<file path="config.mk">
export PLATFORM = sky130hd
export DESIGN_NAME = irq_plic
export DESIGN_NICKNAME = d
export VERILOG_FILES = /design/src/rtl/irq_plic_pkg.sv /design/src/rtl/irq_plic_regctl.sv /design/src/rtl/irq_plic_gateway.sv /design/src/rtl/irq_plic_target.sv /design/src/rtl/irq_plic_datapath.sv /design/src/rtl/irq_plic.sv
export SDC_FILE = /design/constraint.sdc
export NUM_CORES = 1
export LEC_CHECK = 0
export BUFFER_PORTS_ARGS = -buffer_cell sky130_fd_sc_hd__buf_2
export CORE_MARGIN = 2
export CORE_UTILIZATION = 30
export CTS_CLUSTER_SIZE = 14
export DETAILED_ROUTE_END_ITERATION = 12
export SYNTH_ARGS = -nofsm -noshare
export SYNTH_HDL_FRONTEND = slang
export SYNTH_SLANG_ARGS = --single-unit
</file>
<file path="constraint.sdc">
create_clock -name clk -period 48.8 [get_ports clk]
set_input_delay 9.76 -clock clk [delete_from_list [all_inputs] [get_ports clk]]
set_output_delay 9.76 -clock clk [all_outputs]
set_load 0.005 [all_outputs]
</file>
<file path="src/rtl/irq_plic_pkg.sv">
package irq_plic_pkg;
  localparam int TgtFieldW = 8;
  localparam int IdxFieldW = 16;

  typedef enum logic [2:0] {
    RK_NONE, RK_PEND, RK_MODE, RK_PRIO, RK_EN, RK_THR, RK_CC, RK_SW
  } regKind_e;

  typedef struct packed {
    logic                 wr;
    logic                 rd;
    regKind_e             kind;
    logic [TgtFieldW-1:0] tgt;
    logic [IdxFieldW-1:0] idx;
  } regStrobe_t;
endpackage

</file>
<file path="src/rtl/irq_plic_regctl.sv">
module irq_plic_regctl
  import irq_plic_pkg::*;
#(
  parameter int NumSrc    = 12,
  parameter int NumTarget = 2,
  parameter int AddrW     = 12
) (
  input  logic             regValid,
  input  logic             regWrite,
  input  logic [AddrW-1:0] regAddr,
  output regStrobe_t       strobe
);
  localparam int Words    = (NumSrc + 32) / 32;
  localparam int ModeBase = 4 * Words;
  localparam int PrioBase = 8 * Words;
  localparam int PrioEnd  = PrioBase + 4 * (NumSrc + 1);
  localparam int TgtBase  = ((PrioEnd + 255) / 256) * 256;
  localparam int TgtEnd   = TgtBase + 256 * NumTarget;

  logic [31:0] addr, off, lo;
  logic        unusedBits;
  assign unusedBits = ^regAddr[1:0];

  always_comb begin
    addr = '0;
    addr[AddrW-1:0] = regAddr;
    addr[1:0] = 2'b00;
    off = addr - 32'(TgtBase);
    lo  = {24'd0, off[7:0]};
    strobe = '0;
    strobe.kind = RK_NONE;
    if (regValid) begin
      strobe.wr = regWrite;
      strobe.rd = !regWrite;
      if (addr < 32'(ModeBase)) begin
        strobe.kind = RK_PEND;
        strobe.idx  = IdxFieldW'(addr >> 2);
      end else if (addr < 32'(PrioBase)) begin
        strobe.kind = RK_MODE;
        strobe.idx  = IdxFieldW'((addr - 32'(ModeBase)) >> 2);
      end else if (addr < 32'(PrioEnd)) begin
        strobe.kind = RK_PRIO;
        strobe.idx  = IdxFieldW'((addr - 32'(PrioBase)) >> 2);
      end else if (addr >= 32'(TgtBase) && addr < 32'(TgtEnd)) begin
        strobe.tgt = TgtFieldW'(off >> 8);
        if (lo < 32'(ModeBase)) begin
          strobe.kind = RK_EN;
          strobe.idx  = IdxFieldW'(lo >> 2);
        end else if (lo == 32'(ModeBase)) begin
          strobe.kind = RK_THR;
        end else if (lo == 32'(ModeBase + 4)) begin
          strobe.kind = RK_CC;
        end else if (lo == 32'(ModeBase + 8)) begin
          strobe.kind = RK_SW;
        end
      end
    end
  end
endmodule

</file>
<file path="src/rtl/irq_plic_gateway.sv">
module irq_plic_gateway (
  input  logic clk,
  input  logic rstN,
  input  logic srcLine,
  input  logic edgeMode,
  input  logic claim,
  input  logic complete,
  output logic pending,
  output logic busy
);
  logic prevLine, latched, rise, request;

  assign rise    = srcLine & ~prevLine;
  assign request = edgeMode ? rise : srcLine;

  always_ff @(posedge clk or negedge rstN) begin
    if (!rstN) begin
      prevLine <= 1'b0;
      pending  <= 1'b0;
      busy     <= 1'b0;
      latched  <= 1'b0;
    end else begin
      prevLine <= srcLine;
      if (claim) begin
        pending <= 1'b0;
        busy    <= 1'b1;
        latched <= edgeMode & rise;
      end else if (complete) begin
        busy    <= 1'b0;
        latched <= 1'b0;
        if (edgeMode ? (latched | rise) : srcLine) pending <= 1'b1;
      end else if (busy) begin
        if (edgeMode & rise) latched <= 1'b1;
      end else if (request) begin
        pending <= 1'b1;
      end
    end
  end

  AST_CLAIM_TAKES: assert property (@(posedge clk) disable iff (!rstN)
    claim |=> (!pending && busy));
  AST_BUSY_BLOCKS: assert property (@(posedge clk) disable iff (!rstN)
    (busy && !complete) |=> !pending);
  AST_LEVEL_CAPTURE: assert property (@(posedge clk) disable iff (!rstN)
    (!edgeMode && srcLine && !busy && !claim && !complete) |=> pending);
endmodule

</file>
<file path="src/rtl/irq_plic_target.sv">
module irq_plic_target #(
  parameter int NumSrc = 12,
  parameter int PrioW  = 3,
  parameter int IdW    = 4
) (
  input  logic                        clk,
  input  logic                        rstN,
  input  logic [NumSrc:0]             pendVec,
  input  logic [NumSrc:0]             enVec,
  input  logic [(NumSrc+1)*PrioW-1:0] prioFlat,
  input  logic [PrioW-1:0]            thresh,
  output logic [IdW-1:0]              bestId,
  output logic                        irq
);
  logic [PrioW-1:0] bestPrio;

  always_comb begin
    bestId   = '0;
    bestPrio = thresh;
    for (int id = 1; id <= NumSrc; id++) begin
      if (pendVec[id] && enVec[id] && prioFlat[id*PrioW +: PrioW] > bestPrio) begin
        bestId   = IdW'(id);
        bestPrio = prioFlat[id*PrioW +: PrioW];
      end
    end
  end

  assign irq = (bestId != '0);

  AST_BEST_ELIGIBLE: assert property (@(posedge clk) disable iff (!rstN)
    irq |-> (pendVec[bestId] && enVec[bestId]
             && prioFlat[int'(bestId)*PrioW +: PrioW] > thresh));
endmodule

</file>
<file path="src/rtl/irq_plic_datapath.sv">
module irq_plic_datapath
  import irq_plic_pkg::*;
#(
  parameter int NumSrc    = 12,
  parameter int NumTarget = 2,
  parameter int PrioW     = 3,
  parameter int IdW       = 4
) (
  input  logic                 clk,
  input  logic                 rstN,
  input  logic [NumSrc-1:0]    irqLines,
  input  regStrobe_t           strobe,
  input  logic [31:0]          wdata,
  output logic [31:0]          rdata,
  output logic [NumTarget-1:0] extIrq,
  output logic [NumTarget-1:0] swIrq
);
  localparam int TgtW = (NumTarget > 1) ? $clog2(NumTarget) : 1;

  logic [NumSrc:0]                  modeBits, pendVec, busyVec, claimVec, completeVec;
  logic [(NumSrc+1)*PrioW-1:0]      prioFlat;
  logic [NumTarget-1:0][NumSrc:0]   enBits;
  logic [NumTarget-1:0][PrioW-1:0]  thrR;
  logic [NumSrc:0][TgtW-1:0]        ownerR;
  logic [NumTarget-1:0][IdW-1:0]    bestIds;
  logic [TgtW-1:0]                  tIdx;
  logic [IdW-1:0]                   claimId, wid;
  logic                             isClaim, isCcWrite, widOk, isComplete;
  logic [31:0]                      readVal;
  int                               sIdx;
  logic                             unusedBits;

  assign unusedBits = ^{strobe.tgt, wdata};
  assign tIdx      = strobe.tgt[TgtW-1:0];
  assign sIdx      = int'(strobe.idx);
  assign claimId   = bestIds[tIdx];
  assign wid       = wdata[IdW-1:0];
  assign isClaim   = strobe.rd && strobe.kind == RK_CC && claimId != '0;
  assign isCcWrite = strobe.wr && strobe.kind == RK_CC;
  assign widOk     = (wdata != 32'd0) && (wdata < 32'(NumSrc + 1));
  assign isComplete = isCcWrite && widOk && busyVec[wid] && ownerR[wid] == tIdx;

  always_comb begin
    claimVec    = '0;
    completeVec = '0;
    for (int id = 1; id <= NumSrc; id++) begin
      claimVec[id]    = isClaim && int'(claimId) == id;
      completeVec[id] = isComplete && int'(wid) == id;
    end
  end

  assign pendVec[0] = 1'b0;
  assign busyVec[0] = 1'b0;

  for (genvar g = 1; g <= NumSrc; g++) begin : gSrc
    irq_plic_gateway uGate (
      .clk      (clk),
      .rstN     (rstN),
      .srcLine  (irqLines[g-1]),
      .edgeMode (modeBits[g]),
      .claim    (claimVec[g]),
      .complete (completeVec[g]),
      .pending  (pendVec[g]),
      .busy     (busyVec[g])
    );
    AST_FOREIGN_COMPLETE: assert property (@(posedge clk) disable iff (!rstN)
      (isCcWrite && int'(wid) == g && busyVec[g] && ownerR[g] != tIdx)
      |=> busyVec[g]);
  end

  for (genvar t = 0; t < NumTarget; t++) begin : gTgt
    irq_plic_target #(.NumSrc(NumSrc), .PrioW(PrioW), .IdW(IdW)) uTgt (
      .clk      (clk),
      .rstN     (rstN),
      .pendVec  (pendVec),
      .enVec    (enBits[t]),
      .prioFlat (prioFlat),
      .thresh   (thrR[t]),
      .bestId   (bestIds[t]),
      .irq      (extIrq[t])
    );
    AST_SW_FOLLOWS: assert property (@(posedge clk) disable iff (!rstN)
      (strobe.wr && strobe.kind == RK_SW && int'(tIdx) == t)
      |=> swIrq[t] == $past(wdata[0]));
  end

  always_ff @(posedge clk or negedge rstN) begin
    if (!rstN) begin
      modeBits <= '0;
      prioFlat <= '0;
      enBits   <= '0;
      thrR     <= '0;
      swIrq    <= '0;
      ownerR   <= '0;
    end else begin
      if (strobe.wr) begin
        for (int id = 1; id <= NumSrc; id++) begin
          if (strobe.kind == RK_MODE && id / 32 == sIdx) modeBits[id] <= wdata[id % 32];
          if (strobe.kind == RK_EN && id / 32 == sIdx) enBits[tIdx][id] <= wdata[id % 32];
          if (strobe.kind == RK_PRIO && id == sIdx) prioFlat[id*PrioW +: PrioW] <= wdata[PrioW-1:0];
        end
        if (strobe.kind == RK_THR) thrR[tIdx] <= wdata[PrioW-1:0];
        if (strobe.kind == RK_SW) swIrq[tIdx] <= wdata[0];
      end
      if (isClaim) ownerR[claimId] <= tIdx;
    end
  end

  always_comb begin
    readVal = '0;
    unique case (strobe.kind)
      RK_PEND: for (int id = 1; id <= NumSrc; id++)
                 if (id / 32 == sIdx) readVal[id % 32] = pendVec[id];
      RK_MODE: for (int id = 1; id <= NumSrc; id++)
                 if (id / 32 == sIdx) readVal[id % 32] = modeBits[id];
      RK_EN:   for (int id = 1; id <= NumSrc; id++)
                 if (id / 32 == sIdx) readVal[id % 32] = enBits[tIdx][id];
      RK_PRIO: for (int id = 1; id <= NumSrc; id++)
                 if (id == sIdx) readVal[PrioW-1:0] = prioFlat[id*PrioW +: PrioW];
      RK_THR:  readVal[PrioW-1:0] = thrR[tIdx];
      RK_CC:   readVal[IdW-1:0] = claimId;
      RK_SW:   readVal[0] = swIrq[tIdx];
      default: readVal = '0;
    endcase
  end

  always_ff @(posedge clk or negedge rstN) begin
    if (!rstN) rdata <= '0;
    else if (strobe.rd) rdata <= readVal;
  end
endmodule

</file>
<file path="src/rtl/irq_plic.sv">
module irq_plic
  import irq_plic_pkg::*;
#(
  parameter int NumSrc    = 12,
  parameter int NumTarget = 2,
  parameter int MaxPrio   = 7,
  parameter int AddrW     = 12
) (
  input  logic                 clk,
  input  logic                 rstN,
  input  logic [NumSrc-1:0]    irqLines,
  input  logic                 regValid,
  input  logic                 regWrite,
  input  logic [AddrW-1:0]     regAddr,
  input  logic [31:0]          regWdata,
  output logic [31:0]          regRdata,
  output logic [NumTarget-1:0] extIrq,
  output logic [NumTarget-1:0] swIrq
);
  localparam int PrioW = $clog2(MaxPrio + 1);
  localparam int IdW   = $clog2(NumSrc + 1);

  regStrobe_t strobe;

  irq_plic_regctl #(.NumSrc(NumSrc), .NumTarget(NumTarget), .AddrW(AddrW)) uCtl (
    .regValid (regValid),
    .regWrite (regWrite),
    .regAddr  (regAddr),
    .strobe   (strobe)
  );

  irq_plic_datapath #(.NumSrc(NumSrc), .NumTarget(NumTarget), .PrioW(PrioW), .IdW(IdW)) uDp (
    .clk      (clk),
    .rstN     (rstN),
    .irqLines (irqLines),
    .strobe   (strobe),
    .wdata    (regWdata),
    .rdata    (regRdata),
    .extIrq   (extIrq),
    .swIrq    (swIrq)
  );
endmodule

</file>
Word level (Yosys, flattened, before mapping)
Index checks and enable logic that the tools add are counted.
{ "word_totals": {"ff_bits": 156, "input_bits": 60, "output_inout_bits": 36, "wordCells": 777} }
{ "classes": {"addsub": 3, "order_cmp": 36, "n_eq_ne": 71, "mux": 350, "bitwise": 48, "n_reduce_logical": 189} }
{ "op_table": {"columns": ["cell", "count"], "rows": [
  ["two-way mux 26 bit", 23],
  ["bitwise mux 26 bit", 12],
  ["two-way mux 1 bit", 200],
  ["demux 13 bit (select 1 bit)", 12],
  ["two-way mux 3 bit", 45],
  ["nonzero test 3 bit", 36],
  ["two-way mux 4 bit", 25],
  ["logical AND 1 bit", 96],
  ["equality test 5 x 16 -> 1 bit, first input constant", 5],
  ["> comparator 3 bit", 24],
  ["equality test 4 x 16 -> 1 bit, first input constant", 4],
  ["equality test 4 bit, second input constant", 16],
  ["AND reduction 2 bit", 27],
  ["two-way mux 16 bit", 3],
  ["two-way mux 13 bit", 3],
  ["!= test 3 x 2 -> 1 bit, second input constant", 12],
  ["!= test 3 bit, second input constant", 12],
  ["AND reduction 3 bit", 12],
  ["equality test 3 x 16 -> 1 bit, first input constant", 2],
  ["logical NOT 32 bit", 1],
  ["less-than comparator 32 x 4 -> 1 bit, second input constant", 1],
  ["two-way mux 8 bit", 4],
  ["nonzero test 32 bit", 1],
  ["two-way mux 29 bit", 1],
  ["other kinds (47)", 120]
]} }

Longest topological paths before layout
Gate-level depths: netlist of the first run.
{ "depth": {"depth_word": 50, "depth_mapped": 87, "ltp_nobuf": 86} }

By module
From an unflattened synthesis of the first run, not the netlist that was laid out.
{ "hier_totals": {"cells_unflattened": 1320, "area_unflattened_um2": 12152.9} }
{ "by_module_without_submodules": {"columns": ["mod", "instances", "cells_per_inst", "area_each_um2", "seq_area_each_um2"], "rows": [
  ["irq_plic_datapath", 1, 531, 5921.9, 2652.5],
  ["irq_plic_gateway", 12, 14, 167.7, 100.1],
  ["irq_plic_target (uDp.gTgt[0].uTgt)", 1, 252, 1731.7, 0.0],
  ["irq_plic_target (uDp.gTgt[1].uTgt)", 1, 253, 1677.9, 0.0],
  ["irq_plic_regctl", 1, 116, 809.5, 0.0]
]} }

Worst setup path before layout of the first run
OpenSTA, ideal clock, no wires.
{ "synth_timing": {"path_type": "reg-to-output", "startpoint": "reg uDp.prioFlat[4]", "endpoint": "out extIrq[0]", "arrival_time_ps": 15455, "setup_slack_ps": 23585, "stages_incl_launch_ff": 78, "path_buffers": 1, "path_cell_list": "dfrtp_1 > ha_1 > nor2b_1 > or3_1 > nand2_1 > o21ai_0 > ha_1 > nor2_1 > maj3_1 > maj3_1 > nand3_1 > mux2_2 > ha_1 > or2_2 > maj3_1 > o21ai_0 > and3_1 > mux2_2 > [42 not listed] > nor2_1 > nor2_1 > o21ai_0 > o221a_2 > a31oi_1 > nand2_1 > mux2i_1 > ha_1 > a311oi_1 > nor2_1 > a21oi_1 > ha_1 > nor2b_1 > o21a_1 > o2111ai_1 > and3_1 > nand4b_1 > buf_4"} }
{ "synth_between": {"elab_chain_len": 37} }
{ "synth_rtl": {"columns": ["element", "line_no", "source"], "rows": [
  ["from (decl)", "irq_plic_datapath.sv:21", "logic [(NumSrc+1)*PrioW-1:0] prioFlat;"],
  ["from (signal, indexed assignment)", "irq_plic_datapath.sv:100", "if (strobe.kind == RK_PRIO && id == sIdx) prioFlat[id*PrioW +: PrioW] <= wdata[PrioW-1:0];"],
  ["> comparator 3 bit", "irq_plic_target.sv:21", "if (pendVec[id] && enVec[id] && prioFlat[id*PrioW +: PrioW] > bestPrio) begin"],
  ["logical AND 1 bit", "irq_plic_target.sv:21", null],
  ["two-way mux 3 bit", "irq_plic_target.sv:21", null],
  ["> comparator 3 bit", "irq_plic_target.sv:21", null],
  ["logical AND 1 bit", "irq_plic_target.sv:21", null],
  ["two-way mux 3 bit", "irq_plic_target.sv:21", null],
  ["> comparator 3 bit", "irq_plic_target.sv:21", null],
  ["logical AND 1 bit", "irq_plic_target.sv:21", null],
  ["[21 not listed]", null, null],
  ["two-way mux 3 bit", "irq_plic_target.sv:21", null],
  ["> comparator 3 bit", "irq_plic_target.sv:21", null],
  ["logical AND 1 bit", "irq_plic_target.sv:21", null],
  ["two-way mux 3 bit", "irq_plic_target.sv:21", null],
  ["> comparator 3 bit", "irq_plic_target.sv:21", null],
  ["logical AND 1 bit", "irq_plic_target.sv:21", null],
  ["two-way mux 4 bit (*)", "irq_plic_target.sv:21", null],
  ["nonzero test 4 bit (*)", "irq_plic_target.sv:28", "assign irq = (bestId != '0);"],
  ["to (decl)", "irq_plic.sv:17", "output logic [NumTarget-1:0] extIrq,"]
]} }
Mark *: on every way between the ends. The rest lies on a longest branch, timed or not.

Final worst setup path of the first run
{ "layout_timing": {"startpoint": "reg uDp.prioFlat[5]", "endpoint": "out extIrq[0]"} }
Same word-level chain as after synthesis.

==> results of run 1 <==
==> cell usage in the layout, fill, tap and decap left out, types with 9 or more instances in the layout <==
master | netlist | final
a211oi_1 | 9 | 9
a21o_1 | 12 | 12
a21oi_1 | 70 | 70
a221oi_1 | 16 | 16
a22oi_1 | 12 | 12
a31oi_1 | 12 | 12
and2_1 | 27 | 27
and3_1 | 19 | 19
buf_2 | 5 | 73
clkbuf_16 | 0 | 17
conb_1 | 1 | 19
dfrtp_1 | 154 | 154
ha_1 | 42 | 42
inv_1 | 43 | 43
maj3_1 | 10 | 10
mux2_2 | 76 | 76
mux2i_1 | 13 | 13
nand2_1 | 225 | 225
nand2b_1 | 9 | 9
nand3_1 | 61 | 61
nand4_1 | 14 | 14
nor2_1 | 106 | 106
nor2b_1 | 15 | 15
nor3_1 | 29 | 27
nor4_1 | 16 | 16
o21ai_0 | 88 | 87
o21bai_1 | 10 | 10
o31ai_1 | 14 | 14
or2_2 | 9 | 9
==> per-layer routing <==
layer,track usage,vias up,share of wire
li1,-,4900,-
met1,0.2429,4989,0.45
met2,0.2962,398,0.46
met3,0.02858,75,0.063
met4,0.07769,0,0.034
met5,0,-,0
==> power by group <==
| part | internal [W] | leakage [nW] | switching, W |
|---|---|---|---|
| combinational | 0.00000819 | 3.29 | 0.0000167 |
| clock | 0.0000739 | 0.288 | 0.0000627 |
| sequential | 0.000129 | 1.98 | 0.00000155 |
==> worst max-delay path: cells and delay by family, from the launching register on <==
kind,cells,cell delay (ns)
buffers and inverters,3,0.30
and+or+nand+nor,29,4.41
DFF,1,0.63
muxes,7,2.33
AOI/OAI and AO/OA,24,4.79
adders and majority gates,17,5.13
==> worst min-delay path by stage <==
stage	slack, ns	to	startpoint	depth (start not counted)
2_1_floorplan	0.42	uDp.ownerR[0]$_DFFE_PN0P_	uDp.ownerR[0]$_DFFE_PN0P_	1
3_3_place_gp	0.37	uDp.ownerR[0]$_DFFE_PN0P_	uDp.ownerR[0]$_DFFE_PN0P_	0
3_5_place_dp	0.38	uDp.ownerR[0]$_DFFE_PN0P_	uDp.ownerR[0]$_DFFE_PN0P_	0
4_1_cts	0.39	uDp.ownerR[0]$_DFFE_PN0P_	uDp.ownerR[0]$_DFFE_PN0P_	0
5_1_grt	0.41	uDp.ownerR[0]$_DFFE_PN0P_	uDp.ownerR[0]$_DFFE_PN0P_	0
6_report	0.38	uDp.ownerR[0]$_DFFE_PN0P_	uDp.ownerR[0]$_DFFE_PN0P_	0
==> kinds of logic (layout without fill, tap and decap cells) <==
logic type | count (synthesis) | in the layout | synth area share
simple gates | 568 | 568 | 0.2437
compound gates | 329 | 329 | 0.1960
flops | 154 | 154 | 0.3451
buf+inv | 122 | 156 | 0.04975
mux | 101 | 101 | 0.1068
fa+ha+maj | 52 | 52 | 0.05602
xor+xnor | 3 | 3 | 0.002353
other cells | 1 | 19 | 0.0003358
==> through the flow <==
step	instances	area [um^2]	hold WS [ns]	utilization
4_1_cts	1850	12460	0.3916	0.3403
5_1_grt	1850	12460	0.4127	0.3403
3_3_place_gp	1818	11870	0.3690	0.3241
3_5_place_dp	1818	11870	0.3761	0.3241
6_report	1850	12460	0.3849	0.3403
2_1_floorplan	1348	11230	0.4246	-
==> sequential cells by signal, indices dropped and copies added, names as in the netlist <==
register and count:
uDp.thrR 6, uDp.gSrc.uGate.prevLine 12, uDp.rdata 13, uDp.ownerR 13, uDp.gSrc.uGate.busy 12, uDp.prioFlat 36, uDp.modeBits 12, uDp.gSrc.uGate.pending 12
uDp.swIrq 2, uDp.enBits 24, uDp.gSrc.uGate.latched 12
==> final cells by class <==
type,instances,area (um^2),share of cell area
repair buffers,81,429.2,0.03444
multi-input cells,1072,6835,0.5486
clock buffers,18,439.2,0.03525
clock inverters,14,155.1,0.01245
flip-flops and latches,154,3854,0.3093
inverters,43,161.4,0.01295
well taps,468,585.6,0.04700
==> impl_metrics.tcl, run 1 <==
set metrics [dict create \
    cts_htree_levels 4 \
    post-place-ws_ns 21.66 \
    p_total_w 0.0002921 \
    netlist_area_mm2 0.01117 \
    syn_inst 1330 \
    ys_warn_count 0 \
    synth.area.top_cells "dfrtp_1, mux2_2, nand2_1" \
    dieWidth_um 196.9 \
    slew_viol_final 0 \
    antenna_found_initial 0 \
    num-fill-cells 3852 \
    cts.clk_slew.worst_paths_ns 0.07 \
    synthTopCellsByCount "nand2_1, dfrtp_1, nor2_1" \
    cts.path.max_buffers 2 \
    rsz0062_at_grt "no" \
    synthFlopType "dfrtp_1" \
    numCtsBuffers 17 \
    reg2reg_slack_ns 29.56 \
    min-delay-path-class "reg -> reg" \
    worst_slack_ns 20.98 \
    path_class "reg -> out" \
    critPathLaunch "uDp.prioFlat[5]$_DFFE_PN0P_" \
    async_reset_ff_frac 1.000 \
    hold_viol_final 0 \
    netlist.area_leader.share 0.3451 \
    r2r_end "uDp.ownerR[9]$_DFFE_PN0P_" \
    arrival_ns 18.06 \
    firstDrtPassIters 5 \
    grt_pass1_vias 9999 \
    crit_required_ns 39.04 \
    ys_seq_area_frac 0.3451 \
    cts_tree "built" \
    peakVddDrop_uv 18.74 \
    grt_usage 0.1830 \
    maxSlewHeadroom 0.05420 \
    drive_gt1_frac 0.1671 \
    yosysMostFrequentCell "nand2_1" \
    grt_max_degree 79 \
    finalWeightedCongestion 0.9210 \
    synth_cell_type_count 91 \
    viasPerCell 5.601 \
    drtAntennaViolNets 0 \
    ios 96 \
    overflow 0 \
    cts.sinks 154 \
    cts-resized-gates 0 \
    crit_path_start_kind "register" \
    finalSetupViolCount 0 \
    endpoint "extIrq[0]" \
    dieHeight_um 196.9 \
    final_nets 1471 \
    initial_utilization 0.3050 \
    synth-edff-count 0 \
    grt_pass1_wl_um 55090 \
    root_buffer "clkbuf_16" \
    crit_path_max_incr_delay_ns 0.76 \
    diodes 0 \
    drv_cap 0 \
    min_period_ns 27.82 \
    drt_first_iter_violations 768 \
    wire_per_inst_um 19.04 \
    worstSkewPairLatency_ns 0.45 \
    critPathMaxFanout 12 \
    path_common_cell "ha_1" \
    cts_setup_buffers 0 \
    cellPowerDensity_mw_per_mm2 23.44 \
    period_share 0.5700 \
    ys_seq_elements 154 \
    synth.avg_cell_area_um2 8.396 \
    design.core.area_mm2 0.03661 \
    area_growth_pct 11.57 \
    finalClockSkew_ns 0.01356 \
    end_kind "output port" \
    dp_hpwl_um 26460 \
    place.port_buffers 74 \
    leakagePower_nw 5.556 \
    worst_slew_pin_slew_ns 1.419 \
    r2r_start "uDp.prioFlat[5]$_DFFE_PN0P_" \
    die_area_mm2 0.03878 \
    drc 0 \
    setup_tns_ns 0 \
    rows 70 \
    routed_wl_um 35220 \
    status "complete, no violations" \
    rr_worst_depth 82 \
    yosysTopAreaCell "dfrtp_1" \
    fmax_ghz 0.03595 \
    cts_hold_repair.buffers 0 \
    vias 10360 \
    critPathSlowestCell "a311oi_1" \
]
Power figures use the tool's default switching activity.
==> run 2, diff against run 1 <==
- ABC_AREA: unset -> 1
- clock period: 48.8 -> 26.3 ns (I/O delays scaled with it)
==> run 2 against run 1 <==
Against the previous run:
- wire length shrank 5.8%
- non-clock buffer count shrank 4
- highest routed layer unchanged
- synthesized cell count grew 12%
- clock power grew 80%
- hold slack lost 0.0029 ns
- area after synthesis shrank 4.4%
- combinational power grew 35%
- first-iteration DRC count grew 9.4%
- count of clock-buffer cells in the layout grew 2
- via count shrank 0.67%
- final area shrank 3.2%
- die area shrank 4.3%
- largest power group unchanged
==> impl_metrics.tcl, run 2 <==
set metrics [dict create \
    status "complete, no violations" \
    ys_seq_area_frac 0.3611 \
    overflow 0 \
    rows 69 \
    finalSetupViolCount 0 \
    finalWeightedCongestion 0.9086 \
    cts.path.max_buffers 2 \
    fin_cells 2032 \
    grt_pass1_vias 9899 \
    place.port_buffers 74 \
    cts_tree "built" \
    maxSlewHeadroom 0.2846 \
    peakVddDrop_uv 43.08 \
    vias 10290 \
    synth_cell_type_count 52 \
    synthFlopType "dfrtp_1" \
    cts_setup_buffers 0 \
    worst_slew_pin_slew_ns 1.072 \
    grt_max_degree 87 \
    fin_util 0.3417 \
    num-fill-cells 3753 \
    grt_pass1_wl_um 53350 \
    setup_tns_ns 0 \
    yosysTopAreaCell "dfrtp_1" \
    seq_area_mm2 0.003854 \
    crit_path_start_kind "register" \
    final_nets 1660 \
    rr_worst_depth 82 \
    drv_cap 0 \
    viasPerCell 5.065 \
    synth.avg_cell_area_um2 7.191 \
    min-delay-path-class "reg -> reg" \
    crit_required_ns 21.04 \
    syn_inst 1484 \
    rsz0062_at_grt "no" \
    crit_path_max_incr_delay_ns 0.49 \
    path_class "reg -> out" \
    synthTopCellsByCount "nand2_1, o21ai_0, dfrtp_1" \
    min_delay_path_depth 0 \
    ys_seq_elements 154 \
    drtAntennaViolNets 0 \
    async_reset_ff_frac 1.000 \
    cts.sinks 154 \
    drive_gt1_frac 0.1604 \
    netlist_area_mm2 0.01067 \
    worstSkewPairLatency_ns 0.44 \
    min_period_ns 19.53 \
    grt_usage 0.1853 \
    initial_utilization 0.3022 \
    fmax_ghz 0.05119 \
    drt_first_iter_violations 840 \
    top_regs "uDp.prioFlat x36, uDp.enBits x24" \
    synth-edff-count 0 \
    leakagePower_nw 5.738 \
    ys_warn_count 0 \
    dp_hpwl_um 25380 \
    numCtsBuffers 17 \
    synth.area.top_cells "dfrtp_1, nand2_1, o21ai_0" \
    firstDrtPassIters 6 \
    area_growth_pct 13.07 \
    cellPowerDensity_mw_per_mm2 43.47 \
    path_common_cell "o21ai_0" \
    cts_htree_levels 4 \
    slew_viol_final 0 \
    wire_per_inst_um 16.33 \
    ios 96 \
    dieHeight_um 192.6 \
    multiInputGateArea_mm2 0.006096 \
    cts.clk_slew.worst_paths_ns 0.07 \
    cts_hold_repair.buffers 0 \
    root_buffer "clkbuf_16" \
    hold_slack_ns 0.3820 \
    finalClockSkew_ns 0.01243 \
    routed_wl_um 33180 \
    netlist.area_leader.share 0.3611 \
    layout_commonest_cell "nand2_1" \
    dpl.cell_count 2000 \
    cts-resized-gates 0 \
    yosysMostFrequentCell "nand2_1" \
    hold_viol_final 0 \
    largest_reg_flops 36 \
    critPathMaxFanout 9 \
    die_area_mm2 0.03710 \
    p_total_w 0.0005246 \
    dieWidth_um 192.6 \
    final_cell_mix "nand2_1, o21ai_0, dfrtp_1, inv_1, nor2_1" \
    arrival_ns 14.27 \
    period_share 0.7427 \
    critPathSlowestCell "dfrtp_1" \
    end_kind "output port" \
    top_register "uDp.prioFlat" \
    diodes 0 \
    drc 0 \
    design.core.area_mm2 0.03531 \
    antenna_found_initial 0 \
]
[run 2: cell count changes in the layout (fill, tap and decap cells not counted), sizes merged, moves of 9 or more]
cell / change
nand3: +49
inv: +102
nor2b: -16
mux2i: -12
maj3: -10
nand2: +270
nand2b: -9
mux2: -82
a21o: -12
and3: -19
o21ai: +91
and2: -28
[run 2: kinds of logic (layout without fill, tap and decap cells)]
kind of cell,after synthesis,in the layout,share of synthesized area
buffers and inverters,190,259,0.07445
AND/OR/NAND/NOR,772,772,0.3371
AO/OA/AOI/OAI,321,321,0.1743
adder cells (fa/ha/maj),42,42,0.04924
XOR/XNOR,3,3,0.002463
multiplexers,1,1,0.0009380
other,1,19,0.0003514
flip-flops,154,154,0.3611
[run 2: path summary, 6_finish.rpt]
| check | endpoint | slack (ns) | startpoint |
|---|---|---|---|
| setup reg to reg | uDp.gSrc[5].uGate.latched$_DFFE_PN0P_ | 11.89 | uDp.prioFlat[5]$_DFFE_PN0P_ |
| hold / removal | uDp.ownerR[0]$_DFFE_PN0P_ | 0.38 | uDp.ownerR[0]$_DFFE_PN0P_ |
| hold reg to reg | uDp.ownerR[0]$_DFFE_PN0P_ | 0.38 | uDp.ownerR[0]$_DFFE_PN0P_ |
| setup / recovery | extIrq[0] | 6.77 | uDp.prioFlat[5]$_DFFE_PN0P_ |
| min in group asynchronous | uDp.gSrc[10].uGate.prevLine$_DFF_PN0_ | 4.88 | rstN |
| max in group asynchronous | uDp.prioFlat[13]$_DFFE_PN0P_ | 19.96 | rstN |
[run 2: metrics by stage]
| stage | setup slack (ns) | area, um^2 |
|---|---|---|
| after floorplan | 9.307 | 10740 |
| after global placement | 7.524 | 11490 |
| after detailed placement | 7.321 | 11490 |
| after CTS | 6.793 | 12070 |
| after global routing | 5.364 | 12070 |
| final | 6.766 | 12070 |
[run 2: critical path: cells and delay by family (launching register included)]
kind | cells | cell delay (ns)
buf+inv | 5 | 0.47
flops | 1 | 0.49
simple gates | 35 | 4.07
fa+ha+maj | 12 | 3.73
compound gates | 24 | 5.06
[run 2: report_power, final]
group	switching (W)	leakage (nW)	internal (W)
clock network	0.000116	0.287	0.000131
registers	0.00000374	2.04	0.000240
logic	0.0000241	3.41	0.00000949
[run 2: layer usage]
| layer | track usage | vias up | part of all wire | wire (um) |
|---|---|---|---|---|
| li1 | - | 5083 | - | - |
| met1 | 0.2555 | 4820 | 0.46 | 15420 |
| met2 | 0.2982 | 336 | 0.45 | 15000 |
| met3 | 0.03091 | 54 | 0.059 | 1950 |
| met4 | 0.05197 | 0 | 0.024 | 801 |
| met5 | 0 | - | 0 | 0 |
[run 2: area by class of cell]
class | count | area share
Clock buffer | 20 | 0.03785
Inverter | 150 | 0.04687
Multi-Input combinational cell | 1158 | 0.5052
Tap cell | 461 | 0.04780
Clock inverter | 12 | 0.009851
Timing Repair Buffer | 77 | 0.03308
Sequential cell | 154 | 0.3194
